<file path="config.mk">
export PLATFORM = sky130hd
export DESIGN_NAME = dirmap_home
export DESIGN_NICKNAME = d
export VERILOG_FILES = /design/src/rtl/dirmap_pkg.sv /design/src/rtl/dirmap_req_fifo.sv /design/src/rtl/dirmap_entry_store.sv /design/src/rtl/dirmap_home.sv
export SDC_FILE = /design/constraint.sdc
export NUM_CORES = 1
export LEC_CHECK = 0
export BUFFER_PORTS_ARGS = -buffer_cell sky130_fd_sc_hd__clkbuf_2
export CELL_PAD_IN_SITES_DETAIL_PLACEMENT = 1
export CELL_PAD_IN_SITES_GLOBAL_PLACEMENT = 1
export CORE_UTILIZATION = 30
export CTS_CLUSTER_SIZE = 14
export DETAILED_ROUTE_END_ITERATION = 8
export GPL_ROUTABILITY_DRIVEN = 0
export GPL_TIMING_DRIVEN = 0
export PLACE_DENSITY_LB_ADDON = 0.1
export SYNTH_ARGS = -nofsm -noshare
export SYNTH_HDL_FRONTEND = slang
export SYNTH_SLANG_ARGS = --single-unit
</file>
<file path="constraint.sdc">
create_clock -name clk -period 7.4 [get_ports clk]
set_input_delay 1.11 -clock clk [delete_from_list [all_inputs] [get_ports clk]]
set_output_delay 1.11 -clock clk [all_outputs]
set_load 0.01 [all_outputs]
</file>
<file path="src/rtl/dirmap_pkg.sv">
// dirmap_pkg: encodings shared by the directory home controller and its parts.
// Assumes single-bit request, snoop and response kind fields.
package dirmap_pkg;
    localparam logic KIND_READ  = 1'b0;
    localparam logic KIND_WPERM = 1'b1;
    localparam logic SNP_FETCH  = 1'b0;
    localparam logic SNP_INVAL  = 1'b1;
    localparam logic RSP_DATA   = 1'b0;
    localparam logic RSP_GRANT  = 1'b1;

    typedef enum logic [1:0] {
        ST_IDLE,
        ST_EXEC,
        ST_INVAL,
        ST_FETCH
    } home_state_e;
endpackage

</file>
<file path="src/rtl/dirmap_req_fifo.sv">
// dirmap_req_fifo: arrival-order request queue in front of the home FSM.
// Assumes push is never asserted when full and pop never when empty.
module dirmap_req_fifo #(
    parameter int W     = 8,
    parameter int DEPTH = 4
) (
    input  logic         clk,
    input  logic         rst_n,
    input  logic         push,
    input  logic [W-1:0] push_data,
    input  logic         pop,
    output logic [W-1:0] head,
    output logic         empty,
    output logic         full
);
    localparam int PW = (DEPTH > 1) ? $clog2(DEPTH) : 1;
    localparam int CW = $clog2(DEPTH + 1);

    logic [W-1:0]  slots [DEPTH];
    logic [PW-1:0] wp, rp;
    logic [CW-1:0] fill;

    assign head  = slots[rp];
    assign empty = (fill == '0);
    assign full  = (fill == CW'(DEPTH));

    // Pointer and occupancy update with wrap at DEPTH.
    always_ff @(posedge clk) begin
        if (!rst_n) begin
            wp   <= '0;
            rp   <= '0;
            fill <= '0;
        end else begin
            if (push) wp <= (wp == PW'(DEPTH - 1)) ? '0 : wp + 1'b1;
            if (pop)  rp <= (rp == PW'(DEPTH - 1)) ? '0 : rp + 1'b1;
            fill <= fill + CW'(push) - CW'(pop);
        end
    end

    // Slot storage write.
    always_ff @(posedge clk) begin
        if (push) slots[wp] <= push_data;
    end


    fifo_overflow_chk: assert property (@(posedge clk) disable iff (!rst_n)
        push |-> !full);

    fifo_underflow_chk: assert property (@(posedge clk) disable iff (!rst_n)
        pop |-> !empty);
endmodule

</file>
<file path="src/rtl/dirmap_entry_store.sv">
// dirmap_entry_store: per-block data word plus dirty flag and presence vector.
// Assumes one block is addressed at a time. Reads are combinational and writes
// take effect at the clock edge. Reset clears all data and directory state.
module dirmap_entry_store #(
    parameter int BLOCKS = 16,
    parameter int NCACHE = 4,
    parameter int DW     = 32
) (
    input  logic                      clk,
    input  logic                      rst_n,
    input  logic [$clog2(BLOCKS)-1:0] blk,
    output logic                      ent_dirty,
    output logic [NCACHE-1:0]         ent_pres,
    output logic [DW-1:0]             ent_data,
    input  logic                      dir_we,
    input  logic                      dir_wdirty,
    input  logic [NCACHE-1:0]         dir_wpres,
    input  logic                      mem_we,
    input  logic [DW-1:0]             mem_wdata
);
    logic              dirty_q [BLOCKS];
    logic [NCACHE-1:0] pres_q  [BLOCKS];
    logic [DW-1:0]     data_q  [BLOCKS];

    assign ent_dirty = dirty_q[blk];
    assign ent_pres  = pres_q[blk];
    assign ent_data  = data_q[blk];

    // Directory and data array update; reset zeroes every entry.
    always_ff @(posedge clk) begin
        if (!rst_n) begin
            for (int i = 0; i < BLOCKS; i++) begin
                dirty_q[i] <= 1'b0;
                pres_q[i]  <= '0;
                data_q[i]  <= '0;
            end
        end else begin
            if (dir_we) begin
                dirty_q[blk] <= dir_wdirty;
                pres_q[blk]  <= dir_wpres;
            end
            if (mem_we) data_q[blk] <= mem_wdata;
        end
    end


    dirty_owner_chk: assert property (@(posedge clk) disable iff (!rst_n)
        (dir_we && dir_wdirty) |-> ($countones(dir_wpres) == 1));
endmodule

</file>
<file path="src/rtl/dirmap_home.sv">
// dirmap_home: full-map directory home node. It serves read misses and
// write-permission requests one at a time, in arrival order. Assumes each snooped
// cache returns exactly one acknowledgement per snoop on cack_*, one per cycle,
// and that the data channel to requesters is always accepted.
module dirmap_home
    import dirmap_pkg::*;
#(
    parameter int NCACHE = 4,
    parameter int BLOCKS = 16,
    parameter int DW     = 32,
    parameter int QDEPTH = 4
) (
    input  logic                      clk,
    input  logic                      rst_n,
    input  logic                      req_valid,
    output logic                      req_ready,
    input  logic [$clog2(NCACHE)-1:0] req_src,
    input  logic                      req_kind,
    input  logic [$clog2(BLOCKS)-1:0] req_blk,
    output logic                      snp_valid,
    output logic                      snp_kind,
    output logic [$clog2(NCACHE)-1:0] snp_dst,
    output logic [$clog2(BLOCKS)-1:0] snp_blk,
    input  logic                      cack_valid,
    input  logic                      cack_has_data,
    input  logic [DW-1:0]             cack_data,
    output logic                      rsp_valid,
    output logic                      rsp_kind,
    output logic [$clog2(NCACHE)-1:0] rsp_dst,
    output logic [DW-1:0]             rsp_data
);
    localparam int IDW = $clog2(NCACHE);
    localparam int BW  = $clog2(BLOCKS);
    localparam int CW  = IDW + 1;
    localparam int QW  = IDW + 1 + BW;

    // Lowest-numbered cache set in a vector.
    function automatic logic [IDW-1:0] first_one(input logic [NCACHE-1:0] v);
        logic [IDW-1:0] r;
        r = '0;
        for (int i = NCACHE - 1; i >= 0; i--) if (v[i]) r = IDW'(i);
        return r;
    endfunction

    // Number of caches set in a vector.
    function automatic logic [CW-1:0] count_set(input logic [NCACHE-1:0] v);
        logic [CW-1:0] c;
        c = '0;
        for (int i = 0; i < NCACHE; i++) c = c + CW'(v[i]);
        return c;
    endfunction

    home_state_e       state;
    logic [IDW-1:0]    cur_src;
    logic              cur_kind;
    logic [BW-1:0]     cur_blk;
    logic [NCACHE-1:0] pend;
    logic [CW-1:0]     need, got, got_n;

    logic          q_empty, q_full, q_pop;
    logic [QW-1:0] q_head;

    logic              ent_dirty;
    logic [NCACHE-1:0] ent_pres;
    logic [DW-1:0]     ent_data;
    logic              dir_we, dir_wdirty, mem_we;
    logic [NCACHE-1:0] dir_wpres, req_bit, others;
    logic              inval_done;

    assign req_ready  = !q_full;
    assign q_pop      = (state == ST_IDLE) && !q_empty;
    assign req_bit    = NCACHE'(1) << cur_src;
    assign others     = ent_pres & ~req_bit;
    assign got_n      = got + CW'(cack_valid);
    assign inval_done = (pend == '0) && (got_n == need);
    assign snp_blk    = cur_blk;

    dirmap_req_fifo #(.W(QW), .DEPTH(QDEPTH)) u_queue (
        .clk       (clk),
        .rst_n     (rst_n),
        .push      (req_valid && req_ready),
        .push_data ({req_src, req_kind, req_blk}),
        .pop       (q_pop),
        .head      (q_head),
        .empty     (q_empty),
        .full      (q_full)
    );

    dirmap_entry_store #(.BLOCKS(BLOCKS), .NCACHE(NCACHE), .DW(DW)) u_store (
        .clk        (clk),
        .rst_n      (rst_n),
        .blk        (cur_blk),
        .ent_dirty  (ent_dirty),
        .ent_pres   (ent_pres),
        .ent_data   (ent_data),
        .dir_we     (dir_we),
        .dir_wdirty (dir_wdirty),
        .dir_wpres  (dir_wpres),
        .mem_we     (mem_we),
        .mem_wdata  (cack_data)
    );

    // Directory and memory write decisions for the current state.
    always_comb begin
        dir_we     = 1'b0;
        dir_wdirty = 1'b0;
        dir_wpres  = ent_pres;
        mem_we     = 1'b0;
        case (state)
            ST_EXEC: begin
                if (cur_kind == KIND_READ && !ent_dirty) begin
                    dir_we    = 1'b1;
                    dir_wpres = ent_pres | req_bit;
                end else if (cur_kind == KIND_WPERM && others == '0) begin
                    dir_we     = 1'b1;
                    dir_wdirty = 1'b1;
                    dir_wpres  = req_bit;
                end
            end
            ST_INVAL: begin
                mem_we = cack_valid && cack_has_data;
                if (inval_done) begin
                    dir_we     = 1'b1;
                    dir_wdirty = 1'b1;
                    dir_wpres  = req_bit;
                end
            end
            ST_FETCH: begin
                mem_we    = cack_valid;
                dir_we    = cack_valid;
                dir_wpres = ent_pres | req_bit;
            end
            default: ;
        endcase
    end

    // Transaction sequencing, snoop issue and response registers.
    always_ff @(posedge clk) begin
        if (!rst_n) begin
            state     <= ST_IDLE;
            cur_src   <= '0;
            cur_kind  <= 1'b0;
            cur_blk   <= '0;
            pend      <= '0;
            need      <= '0;
            got       <= '0;
            snp_valid <= 1'b0;
            snp_kind  <= 1'b0;
            snp_dst   <= '0;
            rsp_valid <= 1'b0;
            rsp_kind  <= 1'b0;
            rsp_dst   <= '0;
            rsp_data  <= '0;
        end else begin
            snp_valid <= 1'b0;
            rsp_valid <= 1'b0;
            case (state)
                ST_IDLE: begin
                    if (q_pop) begin
                        {cur_src, cur_kind, cur_blk} <= q_head;
                        state <= ST_EXEC;
                    end
                end
                ST_EXEC: begin
                    if (cur_kind == KIND_READ) begin
                        if (!ent_dirty) begin
                            rsp_valid <= 1'b1;
                            rsp_kind  <= RSP_DATA;
                            rsp_dst   <= cur_src;
                            rsp_data  <= ent_data;
                            state     <= ST_IDLE;
                        end else begin
                            snp_valid <= 1'b1;
                            snp_kind  <= SNP_FETCH;
                            snp_dst   <= first_one(ent_pres);
                            state     <= ST_FETCH;
                        end
                    end else if (others == '0) begin
                        rsp_valid <= 1'b1;
                        rsp_kind  <= RSP_GRANT;
                        rsp_dst   <= cur_src;
                        state     <= ST_IDLE;
                    end else begin
                        pend  <= others;
                        need  <= count_set(others);
                        got   <= '0;
                        state <= ST_INVAL;
                    end
                end
                ST_INVAL: begin
                    got <= got_n;
                    if (pend != '0) begin
                        snp_valid <= 1'b1;
                        snp_kind  <= SNP_INVAL;
                        snp_dst   <= first_one(pend);
                        pend      <= pend & ~(NCACHE'(1) << first_one(pend));
                    end
                    if (inval_done) begin
                        rsp_valid <= 1'b1;
                        rsp_kind  <= RSP_GRANT;
                        rsp_dst   <= cur_src;
                        state     <= ST_IDLE;
                    end
                end
                ST_FETCH: begin
                    if (cack_valid) begin
                        rsp_valid <= 1'b1;
                        rsp_kind  <= RSP_DATA;
                        rsp_dst   <= cur_src;
                        rsp_data  <= cack_data;
                        state     <= ST_IDLE;
                    end
                end
                default: state <= ST_IDLE;
            endcase
        end
    end


    snoop_not_self_chk: assert property (@(posedge clk) disable iff (!rst_n)
        snp_valid |-> (snp_dst != cur_src));

    rsp_gap_chk: assert property (@(posedge clk) disable iff (!rst_n)
        rsp_valid |=> !rsp_valid);

    fetch_one_owner_chk: assert property (@(posedge clk) disable iff (!rst_n)
        (snp_valid && snp_kind == SNP_FETCH) |-> (state == ST_FETCH));
endmodule

</file>
==> results by group, run 1 <==
Outcome
  • Status: complete, no violations

Synth
  • Synth unique cells: 58
  • Cell Area, Synth: ~31000 sq um
  • Syn_area_per_cell: 14.9 sq um
  • Syn Nets: approximately 2.1k
  • Ys flop type: edfxtp_1
  • Flops & latches, synth: 686
  • Synth Instances: between 2k and 2.5k
  • Sequential share of the synthesized area: 0.636
  • Total of warnings raised by yosys: 0
  • EDFF count, synth: about 600
  • Async SR Flop Fraction: 0

STA
  • RSZ-0062 raised after global routing: false
  • Clk_skew: between 20 and 25 ps
  • Worst hold slack: between 400 and 500 ps
  • Worst slew pin tran: 1420 ps
  • Worst slew margin: 0.0457
  • Final hold vios: 0
  • Max-slew violation count: 0
  • Final setup viols: 0
  • PnR worst setup slack: about 2300 ps
  • Max Clock Freq: between 0.15 and 0.2 GHz
  • Final Critical Period: approximately 5100 ps
  • Crit share post-route: 0.694

CTS
  • Longest Clk Path Bufs: 3
  • H-tree levels: 3
  • Number of setup buffers added after CTS: 0
  • CTS sink count: 686
  • Cts hold-fix bufs: 0
  • Post-CTS sizing: 0
  • Total CTS buffers: 85
  • Clock Latency Late Sink: ~650 ps
  • Clock transition at path regs: roughly 50 ps
  • TritonCTS clock tree: built
  • Clk root buf: clkbuf_16

Setup path
  • Critical path class: flop to flop
  • Max FO, Critical Path: 32
  • Buf+Inv Stages, Crit Path: 5
  • Crit path max-delay cell type: nor3_1
  • CP top delay family: simple AND/OR/NAND/NOR gates
  • Critical Path RT: approximately 7700 ps
  • CP endpoint kind: flop
  • CP cell instances: buf_2 > buf_2 > buf_2 > buf_4 > buf_2 > nand3_1 > nor3_1 > nand2b_4
  • Top cell by count, worst path: buf_2
  • Startpoint types: flop
  • Max incr delay on CP: approximately 1200 ps
  • CP arrival: 5400 ps

GRT
  • Number of global-route vias before repair: around 20k
  • Initial antenna violation count: 9
  • Total GRT Usage: 0.193
  • Pin count of the biggest net entering global routing: 33
  • Grt total ovfl: 0
  • Global-route wire length before repair: roughly 140 mm

Floorplanning
  • Starting density of the core: 0.304
  • # rows: around 120
  • Die Width: approximately 320 um
  • Ports: 89
  • Core area: roughly 100000 sq um
  • Die Y: around 320 um
  • Die area: ~100000 sq um

Pwr
  • Worst VDD drop: between 100 and 150 uV
  • PD cells: ~340 nW/um^2
  • Leakage: roughly 13 nW

Placement
  • Placed standard-cell area: ~34000 sq um
  • Detail Placement HPWL: 70.3 mm
  • PortBufs: 88
  • Placed Cells incl. Taps: 3563
  • Placement Setup Slack: between 2000 and 2500 ps

Cells and area
  • Share of layout cells above drive strength 1: 0.209
  • Cell Count, Final, Fillers Out: 3726
  • Most frequent cells in the layout: 604 x edfxtp_1, 518 x and2_1, 187 x mux4_2, 157 x clkbuf_1, 140 x nand2_1
  • Area grow syn2layout: 18.6%
  • Nets: about 2.3k
  • End-of-flow core utilization: 0.361
  • Fin area: 36900 sq um
  • Commonest non-fill, non-tap cell in the layout: edfxtp_1

Job
  • Max Cap Viol: 0

Drt
  • Vias per cell: between 4 and 5
  • Initial DRC Count: roughly 1.4k
  • DR vias: about 18k
  • Post-Route WL: ~100 mm
  • Number of iterations in the first detailed-routing pass: 6
  • Drt wl/cell: 26.7 um
  • Residual DRC count: 0
  • DRT antenna net count: 0

Min path
  • Worst Hold Class: flop to flop
## cells by family after synthesis
| group | Yosys count | synth area share |
|---|---|---|
| AOI/OAI and AO/OA | 108 | 0.0287 |
| xor gates and xnor gates | 5 | 0.00185 |
| adders and majority gates | 18 | 0.00773 |
| buffers and inverters | 186 | 0.0250 |
| DFF | 686 | 0.636 |
| muxes | 216 | 0.146 |
| and+or+nand+nor | 863 | 0.154 |
## registers in the layout (all words and copies together), names as in the netlist, 3 cells and up
signal / flops
got: 3
need: 3
pend: 4
rsp_data: 32
snp_blk: 4
u_queue.fill: 3
u_queue.slots: 28
u_store.data_q: 512
u_store.dirty_q: 16
u_store.pres_q: 64
## Yosys cell counts, drive strengths merged, types with 10 or more instances
| master | n | area share |
|---|---|---|
| clkbuf | 132 | 0.016 |
| inv | 19 | 0.0023 |
| o211a | 35 | 0.011 |
| dfxtp | 82 | 0.053 |
| nand2 | 140 | 0.017 |
| o21ai | 24 | 0.0039 |
| nor2 | 94 | 0.011 |
| mux2i | 25 | 0.0081 |
| edfxtp | 604 | 0.58 |
| mux4 | 189 | 0.14 |
| nand3 | 55 | 0.010 |
| ha | 16 | 0.0064 |
| a21oi | 14 | 0.0026 |
| and2 | 518 | 0.10 |
| a21boi | 11 | 0.0027 |
| nor2b | 13 | 0.0026 |
| and3 | 10 | 0.0020 |
| buf | 34 | 0.0066 |
## tightest hold or removal path: stages (launching register included)
cell and delay (ps):
dfxtp_1 310, nand2_1 50, mux2i_1 50
## metrics by stage
step | total power, mW | setup TNS [ps]
finish | 12.5 | 0
detailed placement | 8.46 | 0
global placement | 8.37 | -399650
CTS | 12.7 | 0
global route | 13.1 | 0
floorplan | 7.00 | 0
## path summary, 6_finish.rpt
path	from	slack (ps)	endpoint	cells after the start
max	snp_blk[1]$_SDFFE_PN0P_	2270	u_store.data_q[3][9]$_SDFFCE_PN0P_	8
min	u_store.dirty_q[1]$_DFF_P_	460	u_store.dirty_q[1]$_DFF_P_	2
max reg2reg	snp_blk[1]$_SDFFE_PN0P_	2270	u_store.data_q[3][9]$_SDFFCE_PN0P_	8
min reg2reg	u_store.dirty_q[1]$_DFF_P_	460	u_store.dirty_q[1]$_DFF_P_	2
## layout make-up
type	count	area, sq um
Buffer	166	701
Antenna cell	5	12.5
Multi-Input combinational cell	1210	10700
Timing Repair Buffer	113	1070
Sequential cell	686	19800
Inverter	20	75.1
Tap cell	1368	1710
Fill cell	10600	65300
Clock inverter	34	365
Clock buffer	124	2460
## power by group
part	internal [mW]	leakage, nW	switching [mW]	total [mW]
logic	1.43	5.15	2.22	3.65
clock network	2.55	1.38	1.68	4.22
registers	4.49	6.87	0.149	4.64
total	8.47	13.4	4.04	12.5
## routing by layer
| layer | global-route usage | vias up | share of wire |
|---|---|---|---|
| met2 | 0.327 | 419 | 0.50 |
| met3 | 0.0270 | 120 | 0.047 |
| met4 | 0.0542 | 2 | 0.019 |
| met5 | 0 | - | 0.000080 |
| met1 | 0.257 | 9827 | 0.44 |
| li1 | - | 8098 | - |
Power figures use the tool's default switching activity.
==> inputs of run 2 (changes only) <==
clock period = 4.5 ns   (was 7.4 ns; I/O delays follow)
==> run 2 against run 1 <==
Highest routed layer unchanged. Power is 65% higher. Cell count hardly changed. Sequential power is 64% higher. Routed wire length is 0.37% higher. Register-to-register slack worse by 2100 ps. Clock-buffer cell count stayed put. Critical path depth is 2 higher. Worst hold slack worse by 200 ps. Global-route usage is 0.11 points higher.
==> results by group, run 2 (same netlist as run 1, synthesis figures left out) <==
Floorplanning
  • Die Y: 324 um (unchanged)
  • Die area: 105000 sq um (unchanged)
  • Core area: 102000 sq um (unchanged)
  • # rows: 117 (unchanged)
  • Starting density of the core: 0.304 (unchanged)
  • Die Width: 324 um (unchanged)
  • Ports: 89 (unchanged)

CTS
  • TritonCTS clock tree: built
  • Clock transition at path regs: 50 ps (about the same)
  • CTS sink count: 686 (unchanged)
  • Clk root buf: clkbuf_16
  • Longest Clk Path Bufs: 3 (unchanged)
  • Total CTS buffers: 85 (unchanged)
  • Cts hold-fix bufs: 0 (unchanged)
  • Clock Latency Late Sink: 650 ps (about the same)
  • H-tree levels: 3 (unchanged)

STA
  • Worst slew margin: 0.151 (+0.105)
  • Worst slew pin tran: 1270 ps (-146 ps)
  • Max-slew violation count: 0 (unchanged)
  • Clk_skew: 23.1 ps (-1.43 ps)
  • Crit share post-route: 0.964 (+0.270)
  • RSZ-0062 raised after global routing: false
  • Setup TNS: 0 ps (unchanged)
  • Final hold vios: 0 (unchanged)
  • Max Clock Freq: 0.231 GHz (+18%)
  • Final Critical Period: 4340 ps (-796 ps)
  • Final setup viols: 0 (unchanged)

Setup path
  • CP arrival: 4670 ps (-730 ps)
  • Startpoint types: flop
  • Max FO, Critical Path: 10 (-69%)
  • CP endpoint kind: flop
  • Critical path class: flop to flop
  • Critical Path RT: 4840 ps (-2820 ps)

Drt
  • Post-Route WL: 99.9 mm (+0.37%)
  • DRT antenna net count: 0 (unchanged)
  • Initial DRC Count: 1330 (-2.6%)
  • Number of iterations in the first detailed-routing pass: 5 (-1)
  • DR vias: 18.5k (+0.097%)
  • Vias per cell: 4.96 (+0.12%)
  • Residual DRC count: 0 (unchanged)
  • Drt wl/cell: 26.8 um (+0.40%)

Cells and area
  • Most frequent cells in the layout: 604 x edfxtp_1, 518 x and2_1, 187 x mux4_2, 148 x clkbuf_1, 139 x nand2_1
  • Nets: 2345 (+0.043%)
  • Share of layout cells above drive strength 1: 0.216 (+0.00713)
  • Max reg flops: 512 (unchanged)
  • Area grow syn2layout: 18.9%
  • Top reg by flops: u_store.data_q
  • Commonest non-fill, non-tap cell in the layout: edfxtp_1
  • End-of-flow core utilization: 0.362 (+0.000857)
  • Biggest regs: u_store.data_q (512), u_store.pres_q (64), rsp_data (32)
  • Filler Cell Count: 10.6k (-0.028%)
  • Fin area: 36900 sq um (+0.24%)

Pwr
  • Leakage: 13.5 nW (+0.33%)
  • PD cells: 558 nW/um^2 (+64%)
  • Worst VDD drop: 238 uV (+63%)

Placement
  • PortBufs: 88 (unchanged)
  • Detail Placement HPWL: 70.3 mm (unchanged)
  • Placed standard-cell area: 34000 sq um (unchanged)

GRT
  • Pin count of the biggest net entering global routing: 21 (-36%)
  • Global-route wire length before repair: 144 mm (+0.41%)
  • Number of global-route vias before repair: 20.0k (-0.080%)
  • Initial antenna violation count: 10 (+1)
  • Total GRT Usage: 0.194 (+0.00109)
  • Grt total ovfl: 0 (unchanged)

Job
  • Max Cap Viol: 0 (unchanged)

Min path
  • Worst Hold Class: input pin to flop

Outcome
  • Status: complete, no violations
-- run 2: cell count changes in the layout (fill, tap and decap cells not counted), sizes merged --
cell and delta:
diode -2, nand2b +1
-- run 2: cell type report --
class / instances / area [sq um] / share of cell area
Clock buffer: 124 / 2460 / 0.0666
Sequential cell: 686 / 19800 / 0.535
Antenna cell: 3 / 7.51 / 0.000203
Buffer: 165 / 709 / 0.0192
Timing Repair Buffer: 114 / 1090 / 0.0295
Multi-Input combinational cell: 1211 / 10700 / 0.291
Inverter: 20 / 75.1 / 0.00203
Clock inverter: 34 / 365 / 0.00989
Tap cell: 1368 / 1710 / 0.0463
-- run 2: worst max-delay path: stages, from the launching register on --
cell,delay (ps)
dfxtp_1,390
buf_2,340
buf_2,360
mux4_2,390
mux4_2,580
o21ai_0,220
ha_2,360
nand3_1,230
o211ai_4,400
nand3_1,410
nand2_1,340
-- run 2: repair_timing --
| action | 4_1_cts | 5_1_grt |
|---|---|---|
| setup buffers | 1 | 0 |
| resized for setup | 15 | 10 |
| gates cloned | 1 | 0 |
| endpoints found under the setup margin | 288 | 85 |
| pin swaps | 1 | 0 |
-- run 2: where the power goes --
part	switching (mW)	total [mW]	internal, mW	leakage [nW]
Combinational	3.65	6.02	2.36	5.20
Sequential	0.247	7.63	7.39	6.87
Clock	2.76	6.94	4.19	1.38
Total	6.66	20.6	13.9	13.5
-- run 2: per-stage QoR --
| step | worst slack (ps) | hold slack, ps | power [mW] | instances |
|---|---|---|---|---|
| finish | 164 | 259 | 20.6 | 3725 |
| global placement | -4890 | 442 | 13.8 | 3538 |
| floorplan | 35.5 | 434 | 11.5 | 2082 |
| CTS | 6.98 | 207 | 21.0 | 3723 |
| global route | 18.7 | 233 | 21.6 | 3723 |
| detailed placement | -785 | 457 | 13.9 | 3563 |
-- run 2: per-layer routing --
layer	routed length, um	share of wire	vias to the layer above	track usage
li1	-	-	8100	-
met3	4320	0.043	118	0.0270
met4	1990	0.020	2	0.0514
met2	49500	0.50	437	0.330
met5	8	0.000080	-	0
met1	44100	0.44	9827	0.259
-- run 2: path summary, 6_finish.rpt --
path | startpoint | endpoint | slack, ps | cells after the start
setup / recovery | snp_blk[1]$_SDFFE_PN0P_ | u_store.pres_q[7][2]$_SDFFCE_PN0P_ | 160 | 10
hold / removal | req_src[1] | u_queue.slots[0][6]$_DFFE_PP_ | 260 | 1
setup reg to reg | snp_blk[1]$_SDFFE_PN0P_ | u_store.pres_q[7][2]$_SDFFCE_PN0P_ | 160 | 10
hold reg to reg | u_store.dirty_q[1]$_DFF_P_ | u_store.dirty_q[1]$_DFF_P_ | 460 | 2
==> inputs of run 3 (changes only) <==
CTS_BUF_LIST = sky130_fd_sc_hd__clkbuf_4 sky130_fd_sc_hd__clkbuf_8   (was not set)
==> run 3 against run 2 <==
Worst setup slack got worse by 76 ps. Global-route usage increased by 0.16 points. Clock skew increased by 17 ps. Power decreased by 3.1%. Critical path type unchanged. Sequential power about the same. Combinational power about the same. Highest routed layer unchanged. Clock-buffer cell count increased by 80. Largest cell class unchanged. Die area unchanged. Cell area decreased by 0.47%. Cell count increased by 2.1%. Register-to-register slack got worse by 80 ps.
==> results by group, run 3 (same netlist as run 1, synthesis figures left out) <==
Drt
  • Initial DRC Count: 1268 (-4.7%)
  • Post-Route WL: 101 mm (+0.57%)
  • Residual DRC count: 0 (unchanged)
  • DRT antenna net count: 0 (unchanged)
  • Number of iterations in the first detailed-routing pass: 5 (unchanged)
  • Drt wl/cell: 26.4 um (-1.5%)
  • DR vias: 18.8k (+1.8%)
  • Vias per cell: 4.95 (-0.32%)

Pwr
  • PD cells: 543 nW/um^2 (-2.6%)
  • Leakage: 13.5 nW (about the same)
  • Worst VDD drop: 226 uV (-4.6%)
  • Total power: 20.0 mW (-3.1%)

STA
  • RSZ-0062 raised after global routing: true
  • Max Clock Freq: 0.227 GHz (-1.7%)
  • Final Critical Period: 4410 ps (+76.4 ps)
  • PnR worst setup slack: 87.3 ps (-76.4 ps)
  • Crit share post-route: 0.981 (+0.0170)
  • Max-slew violation count: 0 (unchanged)
  • Final hold vios: 0 (unchanged)
  • Worst hold slack: 108 ps (-150 ps)
  • Worst slew pin tran: 1260 ps (-18.2 ps)
  • Clk_skew: 40.0 ps (+16.9 ps)
  • Final setup viols: 0 (unchanged)
  • Worst slew margin: 0.163 (+0.0121)

Setup path
  • Critical path class: flop to flop
  • Buf+Inv Stages, Crit Path: 6 (+4)
  • Critical Path RT: 5150 ps (+310 ps)
  • CP endpoint kind: flop
  • Worst reg2reg path endpoint: u_store.data_q[7][15]$_SDFFCE_PN0P_
  • Max FO, Critical Path: 10 (unchanged)
  • Setup slack, reg-to-reg: 90 ps (-80 ps)
  • CP cell instances: buf_2 > buf_2 > buf_4 > buf_4 > buf_2 > nand3_1 > nor2_1 > clkdlybuf4s15_1 > and2_1
  • Crit path max-delay cell type: clkdlybuf4s15_1
  • CP arrival: 5060 ps (+390 ps)
  • Top cell by count, worst path: buf_2
  • CP top delay family: buffers and inverters
  • Origin of the worst setup path: snp_blk[1]$_SDFFE_PN0P_
  • Reg2reg start: snp_blk[1]$_SDFFE_PN0P_
  • WP depth: 9 (-1)
  • Max incr delay on CP: 900 ps (+320 ps)
  • Reg2reg path depth: 9 (-1)
  • CP Capture Point: u_store.data_q[7][15]$_SDFFCE_PN0P_
  • Startpoint types: flop

CTS
  • TritonCTS clock tree: built
  • Clock transition at path regs: 60 ps (about the same)
  • Total CTS buffers: 134 (+58%)
  • Clk root buf: clkbuf_8
  • Cts hold-fix bufs: 0 (unchanged)
  • Number of setup buffers added after CTS: 0 (-1)
  • Clock Latency Late Sink: 800 ps (+150 ps)
  • H-tree levels: 4 (+1)
  • CTS sink count: 686 (unchanged)
  • Longest Clk Path Bufs: 3 (unchanged)

Floorplanning
  • Core area: 102000 sq um (unchanged)
  • Ports: 89 (unchanged)
  • Starting density of the core: 0.304 (unchanged)
  • Die area: 105000 sq um (unchanged)
  • Die Width: 324 um (unchanged)
  • # rows: 117 (unchanged)
  • Die Y: 324 um (unchanged)

GRT
  • Global-route wire length before repair: 145 mm (+0.55%)
  • Pin count of the biggest net entering global routing: 21 (unchanged)
  • Number of global-route vias before repair: 20.4k (+1.7%)
  • Initial antenna violation count: 11 (+1)
  • Total GRT Usage: 0.196 (+0.00164)
  • Grt total ovfl: 0 (unchanged)

Placement
  • Placement Setup Slack: -785 ps (unchanged)
  • Detail Placement HPWL: 70.3 mm (unchanged)
  • Placed Cells incl. Taps: 3563 (unchanged)
  • PortBufs: 88 (unchanged)

Cells and area
  • Max reg flops: 512 (unchanged)
  • Share of layout cells above drive strength 1: 0.248 (+0.0320)
  • Filler Cell Count: 10.7k (+0.89%)
  • Biggest regs: u_store.data_q (512), u_store.pres_q (64), rsp_data (32)
  • Most frequent cells in the layout: 604 x edfxtp_1, 518 x and2_1, 187 x mux4_2, 149 x clkbuf_8, 139 x nand2_1
  • Cell Count, Final, Fillers Out: 3804 (+2.1%)
  • Nets: 2393 (+2.0%)
  • Top reg by flops: u_store.data_q
  • Area grow syn2layout: 18.3%
  • Commonest non-fill, non-tap cell in the layout: edfxtp_1

Job
  • Max Cap Viol: 0 (unchanged)

Min path
  • Worst Hold Class: input pin to flop
  • Worst hold start: req_blk[2]

Outcome
  • Status: complete, no violations
## run 3: worst reg2reg max path, delay by kind of cell (launching register included)
kind,cells,cell delay [ps]
flops,1,390
simple gates,3,1310
buf+inv,6,2580
## run 3: report_power, final
| group | internal [mW] | switching, mW |
|---|---|---|
| sequential | 7.39 | 0.248 |
| clock | 3.53 | 2.76 |
| combinational | 2.36 | 3.66 |
## run 3: layer usage
layer	up-vias	routed length [um]	track usage
li1	8205	-	-
met5	-	8	0
met1	9961	43800	0.256
met3	152	5160	0.0385
met2	496	49600	0.330
met4	2	1980	0.0515
## run 3: final cells by class
| class | count | area [sq um] | area share |
|---|---|---|---|
| sequential | 686 | 19800 | 0.538 |
| buffer | 165 | 712 | 0.0194 |
| antenna | 3 | 7.51 | 0.000204 |
| tap | 1368 | 1710 | 0.0466 |
| clock buffer | 204 | 2460 | 0.0670 |
| inverter | 20 | 75.1 | 0.00204 |
| clock inverter | 34 | 203 | 0.00551 |
| timing repair buffer | 113 | 1070 | 0.0291 |
| multi-input combinational | 1211 | 10700 | 0.292 |
## run 3: worst min-delay path by stage
| stage | end | slack, ps | depth (start not counted) |
|---|---|---|---|
| after CTS | u_queue.slots[2][0]$_DFFE_PP_ | 20 | 1 |
| after global routing | u_queue.slots[1][0]$_DFFE_PP_ | 30 | 1 |
| final | u_queue.slots[2][2]$_DFFE_PP_ | 110 | 1 |
| after global placement | rsp_dst[1]$_SDFFE_PN0P_ | 440 | 2 |
| after detailed placement | rsp_dst[1]$_SDFFE_PN0P_ | 460 | 2 |
| after floorplan | u_store.dirty_q[13]$_DFF_P_ | 430 | 2 |
## run 3: what timing repair did
action                                  4_1_cts  5_1_grt
resized for setup                            15        5
gates cloned                                  1        0
endpoints found under the setup margin      292       43
## run 3: through the flow
step                 TNS, ps  utilization  cell area, sq um
CTS                        0        0.360             36700
global placement    -1743890        0.325             33200
floorplan                  0            -             31100
detailed placement   -100000        0.333             34000
global route           -87.4        0.360             36800
finish                     0        0.360             36800
